## config.mk

```make
export PLATFORM = sky130hd
export DESIGN_NAME = keyed_wdt
export DESIGN_NICKNAME = d
export VERILOG_FILES = /design/src/rtl/wdt_pkg.sv /design/src/rtl/wdt_key_match.sv /design/src/rtl/wdt_unlock_gate.sv /design/src/rtl/wdt_counter.sv /design/src/rtl/keyed_wdt.sv
export SDC_FILE = /design/constraint.sdc
export NUM_CORES = 1
export LEC_CHECK = 0
export ABC_AREA = 1
export CELL_PAD_IN_SITES_DETAIL_PLACEMENT = 1
export CELL_PAD_IN_SITES_GLOBAL_PLACEMENT = 1
export CORE_MARGIN = 4
export CORE_UTILIZATION = 41
export CTS_CLUSTER_SIZE = 12
export DETAILED_ROUTE_END_ITERATION = 6
export DONT_BUFFER_PORTS = 1
export PLACE_DENSITY_LB_ADDON = 0.1
export SETUP_SLACK_MARGIN = 0.4
export SYNTH_ARGS = -nofsm -noshare
export SYNTH_HDL_FRONTEND = slang
export SYNTH_HIERARCHICAL = 1
export SYNTH_SLANG_ARGS = --single-unit
```

## constraint.sdc

```tcl
create_clock -name clk -period 1.8 [get_ports clk]
set_clock_uncertainty 0.15 [all_clocks]
set_input_delay 0.36 -clock clk [delete_from_list [all_inputs] [get_ports clk]]
set_output_delay 0.36 -clock clk [all_outputs]
set_load 0.02 [all_outputs]
```

## src/rtl/wdt_pkg.sv

```systemverilog
`timescale 1ns/1ps
package wdt_pkg;
   localparam logic [3:0] OFF_CTRL = 4'h0;
   localparam logic [3:0] OFF_CMD  = 4'h4;
   localparam logic [3:0] OFF_TOV  = 4'h8;

   localparam logic [15:0] UNLK_LO = 16'hC520;
   localparam logic [15:0] UNLK_HI = 16'hD928;
   localparam logic [15:0] RFSH_LO = 16'hA602;
   localparam logic [15:0] RFSH_HI = 16'hB480;

   localparam int B_WIDE  = 13;
   localparam int B_ULK   = 11;
   localparam int B_RCFG  = 10;
   localparam int B_CLK   = 8;
   localparam int B_ARM   = 7;
   localparam int B_UPD   = 5;
   localparam int B_WAITR = 1;
   localparam int B_STOPR = 0;
endpackage

```

## src/rtl/wdt_key_match.sv

```systemverilog
`timescale 1ns/1ps
module wdt_key_match
   import wdt_pkg::*;
(
   input  logic        clk,
   input  logic        rst_n,
   input  logic        cmd_wr,
   input  logic [31:0] wdata,
   input  logic        wide,
   output logic        unlock_hit,
   output logic        refresh_hit
);
   logic half_unlk_q, half_rfsh_q;

   always_comb begin
      if (wide) begin
         unlock_hit  = cmd_wr && (wdata == {UNLK_HI, UNLK_LO});
         refresh_hit = cmd_wr && (wdata == {RFSH_HI, RFSH_LO});
      end else begin
         unlock_hit  = cmd_wr && half_unlk_q && (wdata == {16'h0, UNLK_HI});
         refresh_hit = cmd_wr && half_rfsh_q && (wdata == {16'h0, RFSH_HI});
      end
   end

   always_ff @(posedge clk or negedge rst_n) begin
      if (!rst_n) begin
         half_unlk_q <= 1'b0;
         half_rfsh_q <= 1'b0;
      end else if (cmd_wr) begin
         half_unlk_q <= !wide && (wdata == {16'h0, UNLK_LO});
         half_rfsh_q <= !wide && (wdata == {16'h0, RFSH_LO});
      end
   end
endmodule

```

## src/rtl/wdt_unlock_gate.sv

```systemverilog
`timescale 1ns/1ps
module wdt_unlock_gate #(
   parameter int WIN_CYC = 256
) (
   input  logic clk,
   input  logic rst_n,
   input  logic unlock_hit,
   input  logic cfg_done,
   input  logic upd_allow,
   output logic unlocked
);
   localparam int TW = (WIN_CYC > 2) ? $clog2(WIN_CYC) : 1;
   localparam logic [TW-1:0] TLOAD = TW'(WIN_CYC - 1);

   logic [TW-1:0] left_q;

   always_ff @(posedge clk or negedge rst_n) begin
      if (!rst_n) begin
         unlocked <= 1'b0;
         left_q   <= '0;
      end else if (cfg_done) begin
         unlocked <= 1'b0;
      end else if (unlock_hit && upd_allow) begin
         unlocked <= 1'b1;
         left_q   <= TLOAD;
      end else if (unlocked) begin
         if (left_q == '0) unlocked <= 1'b0;
         else              left_q   <= left_q - 1'b1;
      end
   end
endmodule

```

## src/rtl/wdt_counter.sv

```systemverilog
`timescale 1ns/1ps
module wdt_counter #(
   parameter int CNT_W = 17
) (
   input  logic             clk,
   input  logic             rst_n,
   input  logic             armed,
   input  logic             tick,
   input  logic             hold,
   input  logic             refresh,
   input  logic [CNT_W-1:0] limit,
   output logic [CNT_W-1:0] cnt,
   output logic             fire
);
   always_ff @(posedge clk or negedge rst_n) begin
      if (!rst_n) begin
         cnt  <= '0;
         fire <= 1'b0;
      end else begin
         fire <= 1'b0;
         if (!armed || refresh) begin
            cnt <= '0;
         end else if (tick && !hold) begin
            if (cnt >= limit) begin
               cnt  <= '0;
               fire <= 1'b1;
            end else begin
               cnt <= cnt + 1'b1;
            end
         end
      end
   end
endmodule

```

## src/rtl/keyed_wdt.sv

```systemverilog
`timescale 1ns/1ps
module keyed_wdt
   import wdt_pkg::*;
#(
   parameter int CNT_W   = 17,
   parameter int WIN_CYC = 256,
   parameter int TOV_RST = 1000
) (
   input  logic        clk,
   input  logic        rst_n,
   input  logic        wr_en,
   input  logic [3:0]  wr_addr,
   input  logic [31:0] wr_data,
   input  logic [3:0]  rd_addr,
   output logic [31:0] rd_data,
   input  logic        tick,
   input  logic        stop_mode,
   input  logic        wait_mode,
   output logic        wdog_rst
);
   localparam logic [CNT_W-1:0] TOV_INIT = CNT_W'(TOV_RST);

   generate
      if (CNT_W < 8 || CNT_W > 32) begin : g_bad_cnt_w
         $error("CNT_W must lie in 8..32");
      end
      if (WIN_CYC < 2) begin : g_bad_win
         $error("WIN_CYC must be at least 2");
      end
      if (TOV_RST < 1 || TOV_RST >= (64'd1 << CNT_W)) begin : g_bad_tov
         $error("TOV_RST does not fit CNT_W");
      end
   endgenerate

   logic             r_wide, r_arm, r_upd, r_waitr, r_stopr, r_rcfg;
   logic [1:0]       r_clk;
   logic [CNT_W-1:0] r_tov;
   logic [CNT_W-1:0] cnt;
   logic             unlocked, unlock_hit, refresh_hit;
   logic             cmd_wr, ctrl_wr, tov_wr, cfg_done, hold;

   assign cmd_wr   = wr_en && (wr_addr == OFF_CMD);
   assign ctrl_wr  = wr_en && (wr_addr == OFF_CTRL) && unlocked;
   assign tov_wr   = wr_en && (wr_addr == OFF_TOV) && unlocked;
   assign cfg_done = ctrl_wr || tov_wr;
   assign hold     = (stop_mode && !r_stopr) || (wait_mode && !r_waitr);

   wdt_key_match u_keys (
      .clk(clk), .rst_n(rst_n), .cmd_wr(cmd_wr), .wdata(wr_data),
      .wide(r_wide), .unlock_hit(unlock_hit), .refresh_hit(refresh_hit)
   );

   wdt_unlock_gate #(.WIN_CYC(WIN_CYC)) u_gate (
      .clk(clk), .rst_n(rst_n), .unlock_hit(unlock_hit),
      .cfg_done(cfg_done), .upd_allow(r_upd), .unlocked(unlocked)
   );

   wdt_counter #(.CNT_W(CNT_W)) u_cnt (
      .clk(clk), .rst_n(rst_n), .armed(r_arm), .tick(tick), .hold(hold),
      .refresh(refresh_hit), .limit(r_tov), .cnt(cnt), .fire(wdog_rst)
   );

   always_ff @(posedge clk or negedge rst_n) begin
      if (!rst_n) begin
         r_wide  <= 1'b0;
         r_arm   <= 1'b0;
         r_upd   <= 1'b1;
         r_waitr <= 1'b0;
         r_stopr <= 1'b0;
         r_clk   <= 2'b00;
         r_rcfg  <= 1'b0;
         r_tov   <= TOV_INIT;
      end else begin
         if (ctrl_wr) begin
            r_wide  <= wr_data[B_WIDE];
            r_arm   <= wr_data[B_ARM];
            r_upd   <= wr_data[B_UPD];
            r_waitr <= wr_data[B_WAITR];
            r_stopr <= wr_data[B_STOPR];
            r_clk   <= wr_data[B_CLK+1:B_CLK];
         end
         if (tov_wr) r_tov <= wr_data[CNT_W-1:0];
         if (cfg_done)                 r_rcfg <= 1'b1;
         else if (unlock_hit && r_upd) r_rcfg <= 1'b0;
      end
   end

   always_comb begin
      rd_data = '0;
      case (rd_addr)
         OFF_CTRL: begin
            rd_data[B_WIDE]         = r_wide;
            rd_data[B_ULK]          = unlocked;
            rd_data[B_RCFG]         = r_rcfg;
            rd_data[B_CLK+1:B_CLK]  = r_clk;
            rd_data[B_ARM]          = r_arm;
            rd_data[B_UPD]          = r_upd;
            rd_data[B_WAITR]        = r_waitr;
            rd_data[B_STOPR]        = r_stopr;
         end
         OFF_CMD: rd_data[CNT_W-1:0] = cnt;
         OFF_TOV: rd_data[CNT_W-1:0] = r_tov;
         default: rd_data = '0;
      endcase
   end
endmodule

```

Yosys cells after proc, flatten, opt, wreduce, memory -nomap -nowiden
Index checks and enable logic that the tools add are counted.

Add/subtract/negate cells: 2. Magnitude comparators: 1. Equal/unequal tests: 11. Mux-type cells: 25. Bitwise gates (word level): 1. Reduce and logical (&&, ||, !) cells: 32.

Operator list (count): 32-bit by 16-bit equality test with 1-bit output, second input constant (4); 32-bit equality test, second input constant (2); 17-bit 2-to-1 mux (3); 8-bit 2-to-1 mux (3); 17-bit by 1-bit adder with 17-bit output, second input constant (1); 17-bit greater-or-equal comparator (1); 1-bit logical AND (17); 5-bit case mux with 3 select lines (1); 3-bit case mux with 2 select lines (2); 1-bit 2-to-1 mux (11); 4-bit by 3-bit equality test with 1-bit output, second input constant (2); 4-bit equality test, second input constant (2); 4-bit logical NOT (2); 8-bit logical NOT (1); 8-bit by 1-bit subtractor with 8-bit output, second input constant (1); 1-bit case mux with 3 select lines (2); 2-bit case mux with 3 select lines (1); 2-bit nonzero test (3); 1-bit logical NOT (5); 1-bit case mux with 2 select lines (2); 1-bit logical OR (3); 3-bit AND reduction (1); 2-bit inequality test, second input constant (1); 1-bit NOT (1).

Register bits: 54. Logic and storage cells: 86.

Depth between registers and ports, before layout
Word-level depth: 8. Depth in mapped cells: 16. Mapped depth without buffers: 16.

Modules after synthesis
Netlist, hierarchy kept.

Modules (own cells, without submodules): wdt_counter (instances 1, cells each 269, area each 1706.6 um^2, seq. area each 450.4 um^2); keyed_wdt (instances 1, cells each 213, area each 1535.2 um^2, seq. area each 634.4 um^2); wdt_unlock_gate (instances 1, cells each 83, area each 598.1 um^2, seq. area each 225.2 um^2); wdt_key_match (instances 1, cells each 106, area each 514.2 um^2, seq. area each 50.0 um^2).

Least setup slack after synthesis
No wires, ideal clock.

Path type: input to register. Start: input wr_addr[3]. End: register u_gate.left_q[5]. Setup time: 0.065 ns. Data arrival time: 1.970 ns. Required time: 1.585 ns. Slack: -0.385 ns. Stages: 15. Path buffers: 1. Cell sequence: inv_1 -> nand2_1 -> nor3_1 -> inv_2 -> nor3_1 -> nand3_1 -> nor2_1 -> nand2_1 -> nand2_1 -> nand2_2 -> or2_0 -> buf_6 -> nand2_4 -> nand2_1 -> nand2_1.

Cells in the longest elaborated chain, start to end: 8. Elaborated cells between the ends (all ways): 19. Those cells by class: eq/ne (3); mux (2); bitwise (1); reduce/logical (13).

Ends and longest elaborated chain: from (decl) (RTL line keyed_wdt.sv:12) `input logic [3:0] wr_addr,`; 4-bit by 3-bit equality test with 1-bit output * (RTL line keyed_wdt.sv:42) `assign cmd_wr = wr_en && (wr_addr == OFF_CMD);`; 1-bit logical AND * (RTL line keyed_wdt.sv:42); named net cmd_wr (RTL line keyed_wdt.sv:40) `logic cmd_wr, ctrl_wr, tov_wr, cfg_done, hold;`; 1-bit logical AND (2 in series) (RTL line wdt_key_match.sv:20) `unlock_hit = cmd_wr && half_unlk_q && (wdata == {16'h0, UNLK_HI});`; 1-bit 2-to-1 mux * (RTL line wdt_key_match.sv:16) `if (wide) begin`; named net unlock_hit (RTL line keyed_wdt.sv:39) `logic unlocked, unlock_hit, refresh_hit;`; 1-bit logical AND * (RTL line wdt_unlock_gate.sv:23) `end else if (unlock_hit && upd_allow) begin`; 2-bit inequality test (no line) / 2-bit nonzero test (equally long branches); 3-bit AND reduction (no line); to (signal assigned) (RTL line wdt_unlock_gate.sv:28) `else left_q <= left_q - 1'b1;`; to (decl) (RTL line wdt_unlock_gate.sv:15) `logic [TW-1:0] left_q;`.

The timed path passes the listed nets; every way through them passes the cells marked *. A chain may end at the register's enable or synchronous reset.

Worst setup path after layout
Start: register r_tov[5]. End: register u_cnt.cnt[15].

Cells in the longest elaborated chain, start to end: 4.

Ends and longest elaborated chain: from (decl) (RTL line keyed_wdt.sv:37) `logic [CNT_W-1:0] r_tov;`; from (signal assigned) (RTL line keyed_wdt.sv:82) `if (tov_wr) r_tov <= wr_data[CNT_W-1:0];`; 17-bit greater-or-equal comparator (RTL line wdt_counter.sv:24) `if (cnt >= limit) begin`; 17-bit 2-to-1 mux (RTL line wdt_counter.sv:24); 17-bit 2-to-1 mux (RTL line wdt_counter.sv:23) `end else if (tick && !hold) begin`; 17-bit 2-to-1 mux (RTL line wdt_counter.sv:21) `if (!armed || refresh) begin`; to (signal assigned) (RTL line wdt_counter.sv:28) `cnt <= cnt + 1'b1;`; to (decl) (RTL line wdt_counter.sv:12) `output logic [CNT_W-1:0] cnt,`.

No other way between the ends. The select of a mux whose other input is x is not followed.

==> impl_results.html <==
<table>
<tr><th>Metric</th><th>Value</th></tr>
<tr><th colspan="2">STA</th></tr>
<tr><td>Max Freq</td><td>463.6 MHz</td></tr>
<tr><td>Count of pins over their slew limit</td><td>0</td></tr>
<tr><td>Total count of hold-check failures in the final report</td><td>54</td></tr>
<tr><td>Setup repair after global routing missed its margin</td><td>true</td></tr>
<tr><td>Worst setup margin</td><td>-0.3570 ns</td></tr>
<tr><td>Count of endpoints failing setup in the final report</td><td>25</td></tr>
<tr><td>Time the final worst path needs with I/O delays and setup</td><td>between 2 and 2.5 ns</td></tr>
<tr><td>Final cycle utilization of the critical path</td><td>119.8%</td></tr>
<tr><td>Final-layout worst hold slack</td><td>-0.4423 ns</td></tr>
<tr><th colspan="2">Synthesis</th></tr>
<tr><td>Number of flops mapped to enable cells by yosys</td><td>0</td></tr>
<tr><td>Most instantiated library cell after synthesis</td><td>sky130_fd_sc_hd__nand2_1</td></tr>
<tr><td>Asr flop ratio synth</td><td>100.0%</td></tr>
<tr><td>Distinct cell type count of the synthesized netlist</td><td>38</td></tr>
<tr><td>Cell area after technology mapping</td><td>roughly 0.0044 sq mm</td></tr>
<tr><td>Top post-synthesis cells by area</td><td>sky130_fd_sc_hd__dfrtp_1 27%, sky130_fd_sc_hd__nand2_1 20%, sky130_fd_sc_hd__nand3_1 11%</td></tr>
<tr><td>Gate count of the mapped netlist</td><td>approximately 670</td></tr>
<tr><td>Primary FF master, synth</td><td>sky130_fd_sc_hd__dfrtp_1</td></tr>
<tr><td>Flip-flop and latch count after synthesis</td><td>54</td></tr>
<tr><td>Post-Synthesis Mean Instance Area</td><td>between 6 and 7 sq um</td></tr>
<tr><td>Dominant cell type by area after synthesis</td><td>sky130_fd_sc_hd__dfrtp_1</td></tr>
<tr><td>Most instantiated cells after synthesis</td><td>232 x sky130_fd_sc_hd__nand2_1, 100 x sky130_fd_sc_hd__nand3_1, 80 x sky130_fd_sc_hd__inv_1, 75 x sky130_fd_sc_hd__nor2_1, 47 x sky130_fd_sc_hd__dfrtp_1</td></tr>
<tr><td>Post-synthesis sequential area ratio</td><td>31.24%</td></tr>
<tr><td>Area share of the largest cell type after synthesis</td><td>27.01%</td></tr>
<tr><td>Number of warning messages in the yosys log</td><td>6</td></tr>
<tr><th colspan="2">Clock tree</th></tr>
<tr><td>CTS Root Buffer Type</td><td>sky130_fd_sc_hd__clkbuf_8</td></tr>
<tr><td>Skew-Pair Late Insertion Delay</td><td>approximately 0.33 ns</td></tr>
<tr><td>CTS HTree Levels</td><td>2</td></tr>
<tr><td>Worst-case clock buffer depth</td><td>2</td></tr>
<tr><td>Number of buffers created by CTS</td><td>5</td></tr>
<tr><td>CTS tree</td><td>done</td></tr>
<tr><td>Clock transition at the register clock pins on the worst setup and hold paths after CTS</td><td>0.12 ns</td></tr>
<tr><td>Clock net sink count</td><td>between 50 and 60</td></tr>
<tr><th colspan="2">Critical path</th></tr>
<tr><td>Worst setup EP type</td><td>flop</td></tr>
<tr><td>Crit start category</td><td>flop</td></tr>
<tr><td>Worst setup path category</td><td>reg2reg</td></tr>
<tr><td>Required time at the endpoint of the critical path</td><td>1.87 ns</td></tr>
<tr><td>Setup slack of the most critical reg-to-reg path</td><td>-0.36 ns</td></tr>
<tr><td>Largest fanout on the critical path</td><td>9</td></tr>
<tr><td>Critical path arrival</td><td>about 2.2 ns</td></tr>
<tr><th colspan="2">Global route</th></tr>
<tr><td>Number of antenna violations at the first check in global routing</td><td>0</td></tr>
<tr><td>GRT Residual Overflow</td><td>0</td></tr>
<tr><td>Pin count of the biggest net entering global routing</td><td>55</td></tr>
<tr><td>Overall routing resource usage</td><td>25.97%</td></tr>
<tr><td>Via count of the first global-routing pass</td><td>5194</td></tr>
<tr><td>Wire length of the first global-routing pass</td><td>26380 um</td></tr>
<tr><th colspan="2">Layout</th></tr>
<tr><td>Diodes inserted</td><td>0</td></tr>
<tr><td>Layout-stage area growth over the synthesis result</td><td>48.13%</td></tr>
<tr><td>Storage cell area</td><td>0.001364 sq mm</td></tr>
<tr><td>Multi-input gate area in the final layout</td><td>0.003465 sq mm</td></tr>
<tr><td>Number of filler cells placed in the layout</td><td>1285</td></tr>
<tr><td>Layout cell share with drive strength beyond 1</td><td>a little over a third</td></tr>
<tr><td>Final non-filler cell total</td><td>900</td></tr>
<tr><td>Post-route cell area</td><td>0.006450 sq mm</td></tr>
<tr><td>Net count reported at finish</td><td>829</td></tr>
<tr><th colspan="2">Power</th></tr>
<tr><td>Max VDD drop</td><td>287.0 uV</td></tr>
<tr><td>Pleak</td><td>3.026 nW</td></tr>
<tr><td>PwrDens</td><td>345.7 mW/mm^2</td></tr>
<tr><td>Post-route total power</td><td>2.230 mW</td></tr>
<tr><th colspan="2">Hold path</th></tr>
<tr><td>Min-delay worst type</td><td>in2async</td></tr>
<tr><th colspan="2">Placed design</th></tr>
<tr><td>Cell area after placement</td><td>between 0.005 and 0.006 sq mm</td></tr>
<tr><td>Worst slack after detailed placement</td><td>-0.4586 ns</td></tr>
<tr><td>Post-placement cell count</td><td>859</td></tr>
<tr><td>Quantity of I/O buffers inserted on ports</td><td>0</td></tr>
<tr><td>HPWL Detailed</td><td>roughly 11000 um</td></tr>
<tr><td>RePlAce Congestion</td><td>0.8681</td></tr>
<tr><th colspan="2">Drt</th></tr>
<tr><td>Vias per cell</td><td>5.549</td></tr>
<tr><td>Total detailed-routing wirelength</td><td>between 15000 and 20000 um</td></tr>
<tr><td>Count of vias placed by the detailed router</td><td>roughly 5000</td></tr>
<tr><td>Number of DRC violations after detailed routing</td><td>0</td></tr>
<tr><td>WL per Instance</td><td>20.69 um</td></tr>
<tr><td>Number of iterations in the first detailed-routing pass</td><td>5</td></tr>
<tr><td>Number of DRC markers after the initial detailed-route iteration</td><td>186</td></tr>
<tr><td>Antenna-violating nets left</td><td>0</td></tr>
<tr><th colspan="2">Die</th></tr>
<tr><td>Floorplan die height</td><td>roughly 110 um</td></tr>
<tr><td>Cell Rows</td><td>37</td></tr>
<tr><td>Width of the die</td><td>between 100 and 150 um</td></tr>
<tr><td>IO Pins</td><td>79</td></tr>
<tr><td>Die Area</td><td>0.01233 sq mm</td></tr>
<tr><td>Floorplan core area</td><td>0.01032 sq mm</td></tr>
<tr><td>Initial Util</td><td>42.18%</td></tr>
<tr><th colspan="2">Job</th></tr>
<tr><td>Count of maximum capacitance violations</td><td>0</td></tr>
<tr><th colspan="2">Run status</th></tr>
<tr><td>Status</td><td>finished with violations</td></tr>
<tr><td>Violated checks</td><td>hold timing, setup timing</td></tr>
</table>
## area by class of cell
type / count / share of cell area [%]
inverters: 85 / 5.335
repair buffers: 96 / 15.79
multi-input cells: 521 / 53.71
flip-flops and latches: 54 / 21.14
clock inverters: 2 / 0.2522
well taps: 136 / 2.638
clock buffers: 6 / 1.125
## cells in the final DEF (no fill, tap or decap), drive strengths merged, types with 2 or more instances in the layout
cell           n
conb          15
nor3          10
a21oi          7
and2           3
nor2          88
nor3b          2
nand4         10
inv           85
ha            20
buf           86
clkbuf        10
o21ai          6
o22ai          2
nand2        245
dfrtp         47
nand3        105
dfstp          7
xor2           2
dlygate4sd3    6
## through the flow
| step | hold WS (ns) | utilization, % | setup TNS (ns) |
|---|---|---|---|
| floorplan | -0.08559 | - | -2.446 |
| global placement | -0.08352 | 50.22 | -9.218 |
| detailed placement | -0.08342 | 50.22 | -10.58 |
| CTS | -0.4424 | 57.50 | -4.328 |
| global route | -0.4651 | 62.48 | -8.486 |
| finish | -0.4423 | 62.48 | -6.367 |
## cells by family after synthesis
logic type | Yosys count | share of synthesized area [%]
AOI/OAI and AO/OA | 18 | 2.500
xor gates and xnor gates | 3 | 0.6036
adders and majority gates | 20 | 5.747
buffers and inverters | 112 | 12.04
DFF | 54 | 31.24
other | 1 | 0.08612
and+or+nand+nor | 463 | 47.79
## registers in the layout (all words and copies together), names as in the netlist, 2 cells and up
signal and cells:
r_tov 17, u_gate/left_q 8, u_cnt/cnt 17, r_clk 2
## worst paths after layout
kind,start,end,cells past startpoint
hold reg to reg,r_clk[1],r_clk[1],2
hold / removal,rst_n,r_tov[16],0
setup / recovery,r_tov[5],u_cnt/cnt[15],10
setup reg to reg,r_tov[5],u_cnt/cnt[15],10
min in group clk,wr_data[13],r_tov[13],2
max in group asynchronous,rst_n,r_tov[6],0
## what timing repair did
action                                 CTS  global route
setup endpoints to repair               62            62
resized for setup                      102            60
cloned                                   0             7
hold buffers                             5             1
endpoints found under the hold margin   62            55
pin swaps                               27            29
setup buffers                            6            14
## where the power goes
group          switching [mW]  internal [mW]  total (mW)
sequential           0.000995           1.22        1.22
combinational           0.160         0.0922       0.252
clock                   0.477          0.282       0.760
total                   0.638           1.59        2.23
## layer usage
| metal | track usage (%) | wire, um | up-vias |
|---|---|---|---|
| met4 | 8.597 | 923 | 0 |
| met1 | 30.98 | 6867 | 2447 |
| li1 | - | - | 2285 |
| met2 | 47.25 | 9758 | 186 |
| met5 | 0 | 0 | - |
| met3 | 4.312 | 1074 | 76 |
## critical path, cell delays in order (launching register included)
cell and delay (ns):
sky130_fd_sc_hd__dfstp_2 0.57, sky130_fd_sc_hd__inv_1 0.09, sky130_fd_sc_hd__ha_4 0.27, sky130_fd_sc_hd__nand4_1 0.23, sky130_fd_sc_hd__nor2_2 0.21, sky130_fd_sc_hd__nand2_2 0.08, sky130_fd_sc_hd__nand3_2 0.09, sky130_fd_sc_hd__nor2_4 0.07
sky130_fd_sc_hd__clkbuf_16 0.18, sky130_fd_sc_hd__nand3_2 0.06, sky130_fd_sc_hd__nand2_1 0.06
Note: power is estimated with default switching activity, not from simulation.
